==> src/rtl/rsp_timeout_pkg.sv <==
package rsp_timeout_pkg;

  typedef enum logic {
    ST_IDLE = 1'b0,
    ST_WAIT = 1'b1
  } tmrState_t;

  // strobes from control to datapath
  typedef struct packed {
    logic load;
    logic dec;
    logic clear;
  } ctlStrobes_t;

  function automatic int bitsFor(input longint value);
    int n;
    n = 1;
    while ((longint'(1) << n) <= value) n++;
    return n;
  endfunction

  function automatic int cntWidth(input longint c1, input longint c2,
                                  input longint c3, input int fineW,
                                  input int fineShift);
    longint m;
    m = ((longint'(1) << fineW) - 1) << fineShift;
    if (c1 > m) m = c1;
    if (c2 > m) m = c2;
    if (c3 > m) m = c3;
    return bitsFor(m);
  endfunction

endpackage

==> src/rtl/rsp_timeout_dp.sv <==
module rsp_timeout_dp
  import rsp_timeout_pkg::*;
#(
  parameter int FINE_W      = 9,
  parameter int FINE_SHIFT  = 8,
  parameter int FINE_MIN    = 2,
  parameter int COARSE1_CYC = 62500,
  parameter int COARSE2_CYC = 187500,
  parameter int COARSE3_CYC = 812500,
  parameter int CNT_W       = 20
) (
  input  logic              clk,
  input  logic              rstN,
  input  logic [1:0]        coarseSel,
  input  logic [FINE_W-1:0] fineVal,
  input  ctlStrobes_t       ctl,
  output logic              cntLast,
  output logic [CNT_W-1:0]  cnt
);

  localparam logic [FINE_W-1:0] FINE_FLOOR = FINE_W'(FINE_MIN);

  logic [FINE_W-1:0] fineEff;
  logic [CNT_W-1:0]  limitSel;

  always_comb begin
    fineEff = (fineVal < FINE_FLOOR) ? FINE_FLOOR : fineVal;
    unique case (coarseSel)
      2'd1:    limitSel = CNT_W'(COARSE1_CYC);
      2'd2:    limitSel = CNT_W'(COARSE2_CYC);
      2'd3:    limitSel = CNT_W'(COARSE3_CYC);
      default: limitSel = CNT_W'(fineEff) << FINE_SHIFT;
    endcase
  end

  always_ff @(posedge clk) begin
    if (!rstN) begin
      cnt <= '0;
    end else if (ctl.load) begin
      cnt <= limitSel;
    end else if (ctl.clear) begin
      cnt <= '0;
    end else if (ctl.dec) begin
      cnt <= cnt - CNT_W'(1);
    end
  end

  assign cntLast = (cnt == CNT_W'(1));

  // one step down per running cycle
  p_countdown_r5: assert property (@(posedge clk) disable iff (!rstN)
    (ctl.dec && !ctl.load) |=> (cnt == $past(cnt) - CNT_W'(1)));

  // fine floor applied on load
  p_fine_floor_r4: assert property (@(posedge clk) disable iff (!rstN)
    (ctl.load && coarseSel == 2'd0 && fineVal < FINE_FLOOR)
      |=> (cnt == (CNT_W'(FINE_MIN) << FINE_SHIFT)));

endmodule

==> src/rtl/rsp_timeout_ctl.sv <==
module rsp_timeout_ctl
  import rsp_timeout_pkg::*;
(
  input  logic        clk,
  input  logic        rstN,
  input  logic        startStb,
  input  logic        respStb,
  input  logic        cntLast,
  output ctlStrobes_t ctl,
  output logic        busy,
  output logic        timeoutPulse
);

  tmrState_t state, stateNext;
  logic      pulseNext;

  always_comb begin
    ctl       = '0;
    stateNext = state;
    pulseNext = 1'b0;
    if (startStb) begin
      ctl.load  = 1'b1;
      stateNext = ST_WAIT;
    end else if (state == ST_WAIT) begin
      if (respStb) begin
        ctl.clear = 1'b1;
        stateNext = ST_IDLE;
      end else begin
        ctl.dec = 1'b1;
        if (cntLast) begin
          stateNext = ST_IDLE;
          pulseNext = 1'b1;
        end
      end
    end
  end

  always_ff @(posedge clk) begin
    if (!rstN) begin
      state        <= ST_IDLE;
      timeoutPulse <= 1'b0;
    end else begin
      state        <= stateNext;
      timeoutPulse <= pulseNext;
    end
  end

  assign busy = (state == ST_WAIT);

  // single-cycle pulse, timer idle while it is high
  p_pulse_single_r7: assert property (@(posedge clk) disable iff (!rstN)
    timeoutPulse |=> !timeoutPulse);
  p_pulse_idle_r7: assert property (@(posedge clk) disable iff (!rstN)
    timeoutPulse |-> !busy);

  // response while waiting cancels
  p_resp_cancel_r6: assert property (@(posedge clk) disable iff (!rstN)
    (busy && respStb && !startStb) |=> (!timeoutPulse && !busy));

  // pulse only after the final count
  p_pulse_after_last_r2: assert property (@(posedge clk) disable iff (!rstN)
    timeoutPulse |-> ($past(cntLast) && $past(busy)));

  // response while idle ignored
  p_idle_resp_r11: assert property (@(posedge clk) disable iff (!rstN)
    (!busy && respStb && !startStb) |=> (!busy && !timeoutPulse));

endmodule

==> src/rtl/rsp_timeout_top.sv <==
module rsp_timeout_top
  import rsp_timeout_pkg::*;
#(
  parameter int FINE_W      = 9,
  parameter int FINE_SHIFT  = 8,
  parameter int FINE_MIN    = 2,
  parameter int COARSE1_CYC = 62500,
  parameter int COARSE2_CYC = 187500,
  parameter int COARSE3_CYC = 812500
) (
  input  logic              clk,
  input  logic              rstN,
  input  logic [1:0]        coarseSel,
  input  logic [FINE_W-1:0] fineVal,
  input  logic              startStb,
  input  logic              respStb,
  output logic              timeoutPulse,
  output logic              busy,
  output logic [cntWidth(COARSE1_CYC, COARSE2_CYC, COARSE3_CYC,
                         FINE_W, FINE_SHIFT)-1:0] remaining
);

  localparam int CNT_W = cntWidth(COARSE1_CYC, COARSE2_CYC, COARSE3_CYC,
                                  FINE_W, FINE_SHIFT);

  ctlStrobes_t ctl;
  logic        cntLast;

  rsp_timeout_ctl uCtl (
    .clk          (clk),
    .rstN         (rstN),
    .startStb     (startStb),
    .respStb      (respStb),
    .cntLast      (cntLast),
    .ctl          (ctl),
    .busy         (busy),
    .timeoutPulse (timeoutPulse)
  );

  rsp_timeout_dp #(
    .FINE_W      (FINE_W),
    .FINE_SHIFT  (FINE_SHIFT),
    .FINE_MIN    (FINE_MIN),
    .COARSE1_CYC (COARSE1_CYC),
    .COARSE2_CYC (COARSE2_CYC),
    .COARSE3_CYC (COARSE3_CYC),
    .CNT_W       (CNT_W)
  ) uDp (
    .clk       (clk),
    .rstN      (rstN),
    .coarseSel (coarseSel),
    .fineVal   (fineVal),
    .ctl       (ctl),
    .cntLast   (cntLast),
    .cnt       (remaining)
  );

  // idle timer shows zero
  p_idle_zero_r5: assert property (@(posedge clk) disable iff (!rstN)
    !busy |-> (remaining == '0));

  // start wins over a same-cycle response
  p_start_wins_r10: assert property (@(posedge clk) disable iff (!rstN)
    (startStb && respStb) |=> (busy && remaining != '0));

endmodule

==> config.mk <==
export PLATFORM = sky130hd
export DESIGN_NAME = rsp_timeout_top
export DESIGN_NICKNAME = d
export VERILOG_FILES = /design/src/rtl/rsp_timeout_pkg.sv /design/src/rtl/rsp_timeout_dp.sv /design/src/rtl/rsp_timeout_ctl.sv /design/src/rtl/rsp_timeout_top.sv
export SDC_FILE = /design/constraint.sdc
export NUM_CORES = 1
export LEC_CHECK = 0
export BUFFER_PORTS_ARGS = -buffer_cell sky130_fd_sc_hd__buf_2
export CAP_MARGIN = 20
export CORE_ASPECT_RATIO = 0.7
export CORE_MARGIN = 2
export CORE_UTILIZATION = 53
export CTS_CLUSTER_DIAMETER = 40
export DETAILED_ROUTE_END_ITERATION = 16
export PLACE_DENSITY = 0.87
export SETUP_SLACK_MARGIN = 0.5
export SYNTH_ARGS = -nofsm -noshare
export SYNTH_HDL_FRONTEND = slang
export SYNTH_SLANG_ARGS = --single-unit
==> constraint.sdc <==
create_clock -name clk -period 3.15 [get_ports clk]
set_clock_uncertainty 0.2 [all_clocks]
set_input_delay 0.63 -clock clk [delete_from_list [all_inputs] [get_ports clk]]
set_output_delay 0.63 -clock clk [all_outputs]
set_load 0.01 [all_outputs]
### Word level (Yosys, flattened, before mapping)

Cells that the tools add are included.

* $add $sub $neg: 1
* multipliers: 0
* divide/modulo/power cells: 0
* $lt $le $gt $ge: 1
* equality and inequality tests: 4
* shift operators: 0
* multiplexer cells: 15
* bitwise operators: 2
* reduce and logical (&&, ||, !) cells: 2

Operator list (number)
* $mux W20: 3
* $pmux W20 S3: 1
* $eq A20 B1 Y1 const B: 1
* $sub A20 B1 Y20 const B: 1
* $lt A9 B2 Y1 const B: 1
* $mux W9: 1
* $mux W1: 8
* $eq A2 B2 Y1 const B: 2
* $mux W2: 2
* $reduce_or A4 Y1: 1
* $reduce_bool A3 Y1: 1
* $eq A2 B1 Y1 const B: 1
* $not A1 Y1: 2

* flip-flop bits (word level): 22
* bits in latches: 0
* RAM bits: 0
* ROM bits: 0
* input bits: 15
* output and inout bits: 22
* word-level logic and storage cells: 28
* memories kept: 0

### Logic depth before layout (Yosys ltp)

Gate-level depths: netlist of run 1.

* depth after elaboration: 6
* depth in mapped cells: 8
* mapped depth without buffers: 6

### Modules after synthesis

From an unflattened synthesis of run 1, not the netlist that was laid out.

* cell total of the unflattened synthesis: 196
* area total of the unflattened synthesis: 1522.7 µm²

By module, submodules not included
* rsp_timeout_dp: times used 1, cells each 187, area an instance 1431.4 µm², seq. area each 400.4 µm²
* rsp_timeout_ctl: times used 1, cells each 9, area an instance 91.3 µm², seq. area each 40.0 µm²

### Least setup slack after synthesis of run 1

OpenSTA, ideal clock, no wires.

* path type: register to register
* start point: register uDp.cnt[0]
* end point: register uDp.cnt[14]
* setup time: 0.116 ns
* arrival time: 2.349 ns
* required time: 2.834 ns
* setup slack: 0.484 ns
* cell stages (with the launch flop): 9
* path buffers: 2
* period minus slack after synthesis: 2.666 ns
* cells stage by stage: dfxtp_1 -> inv_1 -> ha_1 -> or4b_1 -> buf_2 -> or3_1 -> buf_2 -> or4_1 -> and4_1

* longest elaborated chain between the ends: 4

RTL lines
* start: declaration: line rsp_timeout_dp.sv:18 `output logic [CNT_W-1:0] cnt`
* start signal: assignment: line rsp_timeout_dp.sv:40 `cnt <= limitSel;`
* start signal: assignment: line rsp_timeout_dp.sv:44 `cnt <= cnt - CNT_W'(1);`
* $sub A20 B1 Y20: line rsp_timeout_dp.sv:44
* $mux W20: line rsp_timeout_dp.sv:43 `end else if (ctl.dec) begin`
* $mux W20: line rsp_timeout_dp.sv:41 `end else if (ctl.clear) begin`
* $mux W20: line rsp_timeout_dp.sv:39 `end else if (ctl.load) begin`

No other way between the ends. The select of a mux whose other input is x is not followed.
A chain may end at the register's enable or synchronous reset.

### Worst setup path in the final report of run 1

Same ends and word-level chain as after synthesis.

==> impl_metrics.env, run 1 <==
export IMPL_synth_mux_area_share_pct=2.780
export IMPL_fin_util_pct=64.81
export IMPL_multi_input_area_sq_mm=0.001011
export IMPL_finalCritPeriodShare_pct=81.79
export IMPL_grt_usage_pct=27.26
export IMPL_rows=16
export IMPL_power_density_mw_per_mm2=459.9
export IMPL_hp_class="flip-flop to flip-flop"
export IMPL_synth_seq_area_share_pct=28.78
export IMPL_drt_iter0_markers=190
export IMPL_yosysUniqueCellTypes=48
export IMPL_tns_ns=0
export IMPL_yosysTopAreaCellShare_pct=28.78
export IMPL_synthMostInstantiatedCell="dfxtp_1"
export IMPL_cts_root_buf="clkbuf_8"
export IMPL_slew_headroom_pct=58.19
export IMPL_place_congestion=0.9657
export IMPL_antenna_cells=0
export IMPL_first_pass_iters=5
export IMPL_hpwl_microns=3098
export IMPL_setup_worst_path_start_class="flip-flop"
export IMPL_cts_sinks=22
export IMPL_nNetsFinal=240
export IMPL_synthToLayoutAreaGrowth_pct=17.01
export IMPL_clockBufferDepth=2
export IMPL_final_area_sq_mm=0.001790
export IMPL_whs_ns=0.3258
export IMPL_numCtsBuffers=3
export IMPL_grt_pass1_wl_microns=7017
export IMPL_die_x_microns=68.22
export IMPL_total_power_mw=0.8234
export IMPL_cts_max_level=1
export IMPL_power_leakage_nw=0.7413
export IMPL_syn_nets=215
export IMPL_finalHoldViolCount=0
export IMPL_antenna_found_initial=0
export IMPL_grt_max_degree=30
export IMPL_syn_inst=194
export IMPL_ys_flop_type="dfxtp_1"
export IMPL_synth_area_leaders="dfxtp_1 29%, ha_1 4.9%, a21oi_1 4.3%"
export IMPL_yosys_warnings=0
export IMPL_die_height_microns=48.96
export IMPL_avgSynthCellArea_sq_um=7.888
export IMPL_worstMarginPinSlew_ns=0.6271
export IMPL_synth_area_leader_cell="dfxtp_1"
export IMPL_synth_fa_ha_area_share_pct=4.906
export IMPL_pin_count=37
export IMPL_setup_viol=0
export IMPL_coreArea_sq_mm=0.002763
export IMPL_hold_buffers=0
export IMPL_path_class="flip-flop to flip-flop"
export IMPL_finalMaxSlewViolations=0
export IMPL_cts_tree="done"
export IMPL_crit_required_ns=3.12
export IMPL_synth_compound_area_share_pct=29.84
export IMPL_rsz0062_at_grt="false"
export IMPL_start_util_pct=55.39
export IMPL_synth_xor_area_share_pct=0
export IMPL_detail_route_vias_per_cell=6.630
export IMPL_crit_slowest_cell="or4_1"
export IMPL_drcViolationCount=0
export IMPL_wl_per_cell_microns=17.62
export IMPL_critical_path_max_stage_delay_ns=0.51
export IMPL_synth_seq_cells=22
export IMPL_end_kind="flip-flop"
export IMPL_antenna_left=0
export IMPL_die_area_sq_mm=0.003340
export IMPL_vdd_ir_drop_max_mv=0.2544
export IMPL_synth_edf_count=0
export IMPL_grt_pass1_vias=1440
export IMPL_io_buffers=36
export IMPL_synth_top_family_by_area="compound AO/OA/AOI/OAI gates"
export IMPL_dpl_cell_area_sq_mm=0.001697
export IMPL_outcome="finished, final reports clean"
export IMPL_ff_latch_area_sq_um=441.7
export IMPL_clk_latency_ns=0.27
export IMPL_crit_fanout=8
export IMPL_yosys_area_share_simple_pct=27.39
export IMPL_period_minus_slack_ns=2.576
export IMPL_clkTransAtPathRegs_ns=0.09
export IMPL_grt_overflow=0
export IMPL_critPathArrivalTime_ns=2.54
export IMPL_synthArstFlopShare_pct=0
export IMPL_n_fill_cell=242
export IMPL_layout_drive_gt1_share_pct=25.23
export IMPL_wl_microns=4476
export IMPL_synth_area_sq_mm=0.001530
export IMPL_synth_commonest_cells="22 x dfxtp_1, 16 x clkbuf_1, 14 x nand2_1"
export IMPL_crit_chain="inv_1, ha_2, or4b_4, or3_4, or4_1, and4_1"
export IMPL_cap_viol_max_count=0
export IMPL_num_vias=1684
export IMPL_fmax_mhz=388.1
==> final timing paths <==
check                end  depth (start not counted)   startpoint  slack (ns)
max          uDp.cnt[14]                          6   uDp.cnt[0]        0.57
min          uDp.cnt[11]                          2  uDp.cnt[11]        0.33
max reg2reg  uDp.cnt[14]                          6   uDp.cnt[0]        0.57
min reg2reg  uDp.cnt[11]                          2  uDp.cnt[11]        0.33
==> cells in the final DEF (no fill, tap or decap), types with 3 or more instances in the layout <==
cell type	netlist	layout
nand4_1	3	3
nor2_1	7	7
clkbuf_8	0	3
nor3b_1	4	4
nor4_1	6	5
nand3_1	4	4
o21ai_0	13	13
and2_1	3	3
or2_2	4	4
dfxtp_1	22	21
o41ai_1	3	3
a21boi_0	3	3
o211ai_1	3	3
nand2_1	14	14
o311ai_0	4	4
or4_1	7	7
a21oi_1	13	13
inv_1	7	6
nor3_1	3	3
o311a_1	4	4
buf_2	2	36
or3_1	5	4
ha_1	6	5
==> logic make-up after synthesis <==
group / after synthesis
AOI/OAI and AO/OA: 65
adders and majority gates: 6
DFF: 22
muxes: 4
buffers and inverters: 25
and+or+nand+nor: 72
==> through the flow <==
step | setup WS (ns) | std cells
2_1_floorplan | 0.5145 | 194
3_3_place_gp | 0.4853 | 249
3_5_place_dp | 0.4343 | 249
4_1_cts | 0.5392 | 253
5_1_grt | 0.5136 | 254
6_report | 0.5735 | 254
==> worst max-delay path: cells and delay by family (launching register included) <==
| family | cells | cell delay, ns |
|---|---|---|
| simple gates | 4 | 1.63 |
| flops | 1 | 0.36 |
| buf+inv | 1 | 0.08 |
| fa+ha+maj | 1 | 0.19 |
==> routing by layer <==
metal / up-vias / GRT usage (%) / wire length, microns
met5: - / 0 / 0
met4: 0 / 5.667 / 41
met3: 8 / 6.467 / 571
met2: 117 / 37.70 / 1918
met1: 765 / 42.31 / 1945
li1: 794 / - / -
==> timing repair <==
action | CTS | global route
resized for setup | 2 | 1
setup endpoints to repair | 1 | 3
buffers inserted | 0 | 1
==> cell type report <==
cell class	instances	share of cell area, %
Multi-Input combinational cell	147	56.46
Inverter	7	1.468
Tap cell	36	2.516
Clock buffer	3	2.306
Sequential cell	22	24.67
Clock inverter	1	1.677
Timing Repair Buffer	38	10.90
==> power breakdown <==
part           internal (mW)  total (mW)  switching [mW]
sequential             0.298       0.333          0.0348
clock                  0.170       0.270           0.100
combinational         0.0917       0.220           0.129
==> registers in the layout, summed over array words and instances (netlist names) <==
signal             flops
uCtl.timeoutPulse      1
uCtl.busy              1
uDp.cnt               20
No activity file was read; power rests on OpenSTA's default activity.
==> run 2, diff against run 1 <==
Settings changed: ABC_AREA from default to 1, CORE_UTILIZATION 53 to 54, PLACE_DENSITY 0.87 to 0.88.
Clock period 3.15 ns to 2.6 ns, I/O delays scaled along.
==> run 2 against run 1 <==
  * Register-to-register slack improved by 0.35 ns
  * Cell count increased by 27%
  * Via count increased by 7.7%
  * Design area increased by 6.1%
  * Clock power increased by 20%
  * Sequential power increased by 23%
  * Sequential share of layout area decreased by 1.5 points
  * Largest power group unchanged
==> impl_metrics.env, run 2 <==
export IMPL_end_kind="output pin"
export IMPL_syn_nets=273
export IMPL_synth_area_leaders="dfxtp_1 27%, nand2_1 9.4%, nand3_1 8.9%"
export IMPL_path_delay_family="flip-flops"
export IMPL_tns_ns=0
export IMPL_synth_area_sq_mm=0.001633
export IMPL_period_minus_slack_ns=1.708
export IMPL_yosys_warnings=0
export IMPL_multi_input_area_sq_mm=0.001036
export IMPL_r2r_slack_ns=0.92
export IMPL_ff_latch_area_sq_um=440.4
export IMPL_yosysUniqueCellTypes=33
export IMPL_layout_drive_gt1_share_pct=23.34
export IMPL_synthMostInstantiatedCell="nand2_1"
export IMPL_antenna_found_initial=0
export IMPL_rsz0062_at_grt="false"
export IMPL_synthArstFlopShare_pct=0
export IMPL_critical_path_max_stage_delay_ns=0.52
export IMPL_hpwl_microns=3327
export IMPL_grt_pass1_wl_microns=7210
export IMPL_n_fill_cell=273
export IMPL_pin_count=37
export IMPL_top_layer="met4"
export IMPL_r2r_start="uDp.cnt[0]"
export IMPL_die_height_microns=50.01
export IMPL_synth_edf_count=0
export IMPL_yosysTopAreaCellShare_pct=26.97
export IMPL_setup_worst_path_start_class="flip-flop"
export IMPL_wl_per_cell_microns=13.44
export IMPL_detail_route_vias_per_cell=5.616
export IMPL_cp_buffers_inverters=1
export IMPL_cts_root_buf="clkbuf_8"
export IMPL_finalCritPeriodShare_pct=65.68
export IMPL_syn_inst=252
export IMPL_hold_buffers=0
export IMPL_p_clk_share_pct=30.3
export IMPL_setup_viol=0
export IMPL_drcViolationCount=0
export IMPL_wl_met2_microns=1914
export IMPL_critPathArrivalTime_ns=0.99
export IMPL_synth_commonest_cells="41 x nand2_1, 33 x nor2_1, 29 x nand3_1"
export IMPL_first_pass_iters=5
export IMPL_p_sw_share_pct=35.63
export IMPL_start_util_pct=57.44
export IMPL_worstMarginPinSlew_ns=0.4192
export IMPL_largest_register="uDp.cnt"
export IMPL_numCtsBuffers=3
export IMPL_cts_tree="done"
export IMPL_grt_max_degree=20
export IMPL_synth_seq_cells=22
export IMPL_p_int_mw=0.6891
export IMPL_power_leakage_nw=0.9341
export IMPL_cts_max_level=1
export IMPL_grt_usage_pct=26.09
export IMPL_crit_slowest_cell="dfxtp_1"
export IMPL_place_ws_ns=0.6870
export IMPL_synth_area_leader_cell="dfxtp_1"
export IMPL_clk_latency_ns=0.27
export IMPL_postCtsSetupRepairBufs=0
export IMPL_crit_required_ns=1.88
export IMPL_p_comb_share_pct=31.6
export IMPL_setup_ws_ns=0.8923
export IMPL_grt_overflow=0
export IMPL_power_switching_mw=0.3815
export IMPL_synthToLayoutAreaGrowth_pct=16.40
export IMPL_wl_microns=4340
export IMPL_cts_resized=0
export IMPL_hp_class="primary input to flip-flop"
export IMPL_coreArea_sq_mm=0.002843
export IMPL_reg2regPathDepth=8
export IMPL_ys_flop_type="dfxtp_1"
export IMPL_place_congestion=0.9090
export IMPL_synth_seq_area_share_pct=26.97
export IMPL_finalMaxSlewViolations=0
export IMPL_dpl_cell_area_sq_mm=0.001829
export IMPL_finalHoldViolCount=0
export IMPL_avgSynthCellArea_sq_um=6.479
export IMPL_path_class="flip-flop to output pin"
export IMPL_final_common_cell="nand2_1"
export IMPL_drt_iter0_markers=158
export IMPL_holdPathStages=3
export IMPL_clockBufferDepth=2
export IMPL_die_x_microns=69.73
export IMPL_pwr_share_seq_pct=38.1
export IMPL_largest_reg_flops=20
export IMPL_reg2reg_to="uDp.cnt[14]"
export IMPL_num_vias=1814
export IMPL_antenna_left=0
export IMPL_cts_sinks=22
export IMPL_outcome="finished, final reports clean"
export IMPL_vdd_ir_drop_max_mv=0.3590
export IMPL_io_buffers=36
export IMPL_nNetsFinal=309
export IMPL_fmax_mhz=585.6
export IMPL_antenna_cells=0
export IMPL_cap_viol_max_count=0
export IMPL_wl_met1_microns=1994
export IMPL_grt_pass1_vias=1511
export IMPL_fin_util_pct=66.86
export IMPL_min_delay_worst_endpoint="uDp.cnt[12]"
export IMPL_crit_chain="buf_2"
export IMPL_final_area_sq_mm=0.001901
export IMPL_power_density_mw_per_mm2=563.3
export IMPL_crit_fanout=6
export IMPL_dr_wl_met3_microns=394
export IMPL_hold_path_startpoint="fineVal[4]"
export IMPL_slew_headroom_pct=71.99
export IMPL_rows=16
export IMPL_die_area_sq_mm=0.003487
export IMPL_clkTransAtPathRegs_ns=0.09
export IMPL_final_cell_mix="41 x nand2_1, 36 x buf_2, 33 x nor2_1"
-- run 2: changes by cell type in the layout (fill, tap and decap cells not counted), moves of 8 or more --
cell,change
a21oi_1,+13
inv_1,+20
nand2_1,+27
nand3_1,+25
nor2_1,+26
o21ai_0,+8
-- run 2: layer usage --
metal | global-route usage (%) | vias to the layer above
li1 | - | 909
met1 | 36.95 | 819
met2 | 41.83 | 82
met3 | 5.317 | 4
met4 | 4.167 | 0
met5 | 0 | -
-- run 2: cells by family (layout without fill, tap and decap cells) --
kind of cell               Yosys count  count (layout)  synth area share (%)
and+or+nand+nor                    124             124                 36.78
buffers and inverters               37              72                 9.577
adders and majority gates            6               6                 4.598
DFF                                 22              22                 26.97
AOI/OAI and AO/OA                   63              63                 22.07
-- run 2: through the flow --
stage               hold WS [ns]  total power [mW]  std cells
detailed placement        0.3459            0.7483        319
floorplan                 0.3502            0.6535        252
finish                    0.3578             1.071        323
global placement          0.3370            0.7411        319
CTS                       0.3514             1.075        323
global route              0.3698             1.136        323
-- run 2: power by group through the flow --
| stage | registers, mW | logic [mW] | clock network [mW] |
|---|---|---|---|
| final | 0.408 | 0.338 | 0.324 |
| after global routing | 0.413 | 0.378 | 0.345 |
| after CTS | 0.407 | 0.335 | 0.332 |
| after detailed placement | 0.415 | 0.333 | 0 |
| after global placement | 0.415 | 0.327 | 0 |
| after floorplan | 0.420 | 0.234 | 0 |
-- run 2: worst max-delay path by stage --
stage	startpoint	endpoint	depth (start not counted)
final	uDp.cnt[8]	remaining[8]	1
after global routing	uDp.cnt[0]	uDp.cnt[14]	8
after CTS	uDp.cnt[8]	remaining[8]	1
after detailed placement	startStb	uDp.cnt[4]	6
after global placement	coarseSel[0]	uDp.cnt[8]	9
after floorplan	startStb	uDp.cnt[3]	6
-- run 2: final cells by class --
type                            count  area share [%]
Sequential cell                    22           23.17
Tap cell                           36           2.370
Clock inverter                      1           1.580
Inverter                           32           6.715
Multi-Input combinational cell    193           54.51
Clock buffer                        3           2.172
Timing Repair Buffer               36           9.480
-- run 2: worst min-delay path: stages --
cell     delay [ns]
buf_2          0.09
a21oi_1        0.05
a21oi_1        0.12
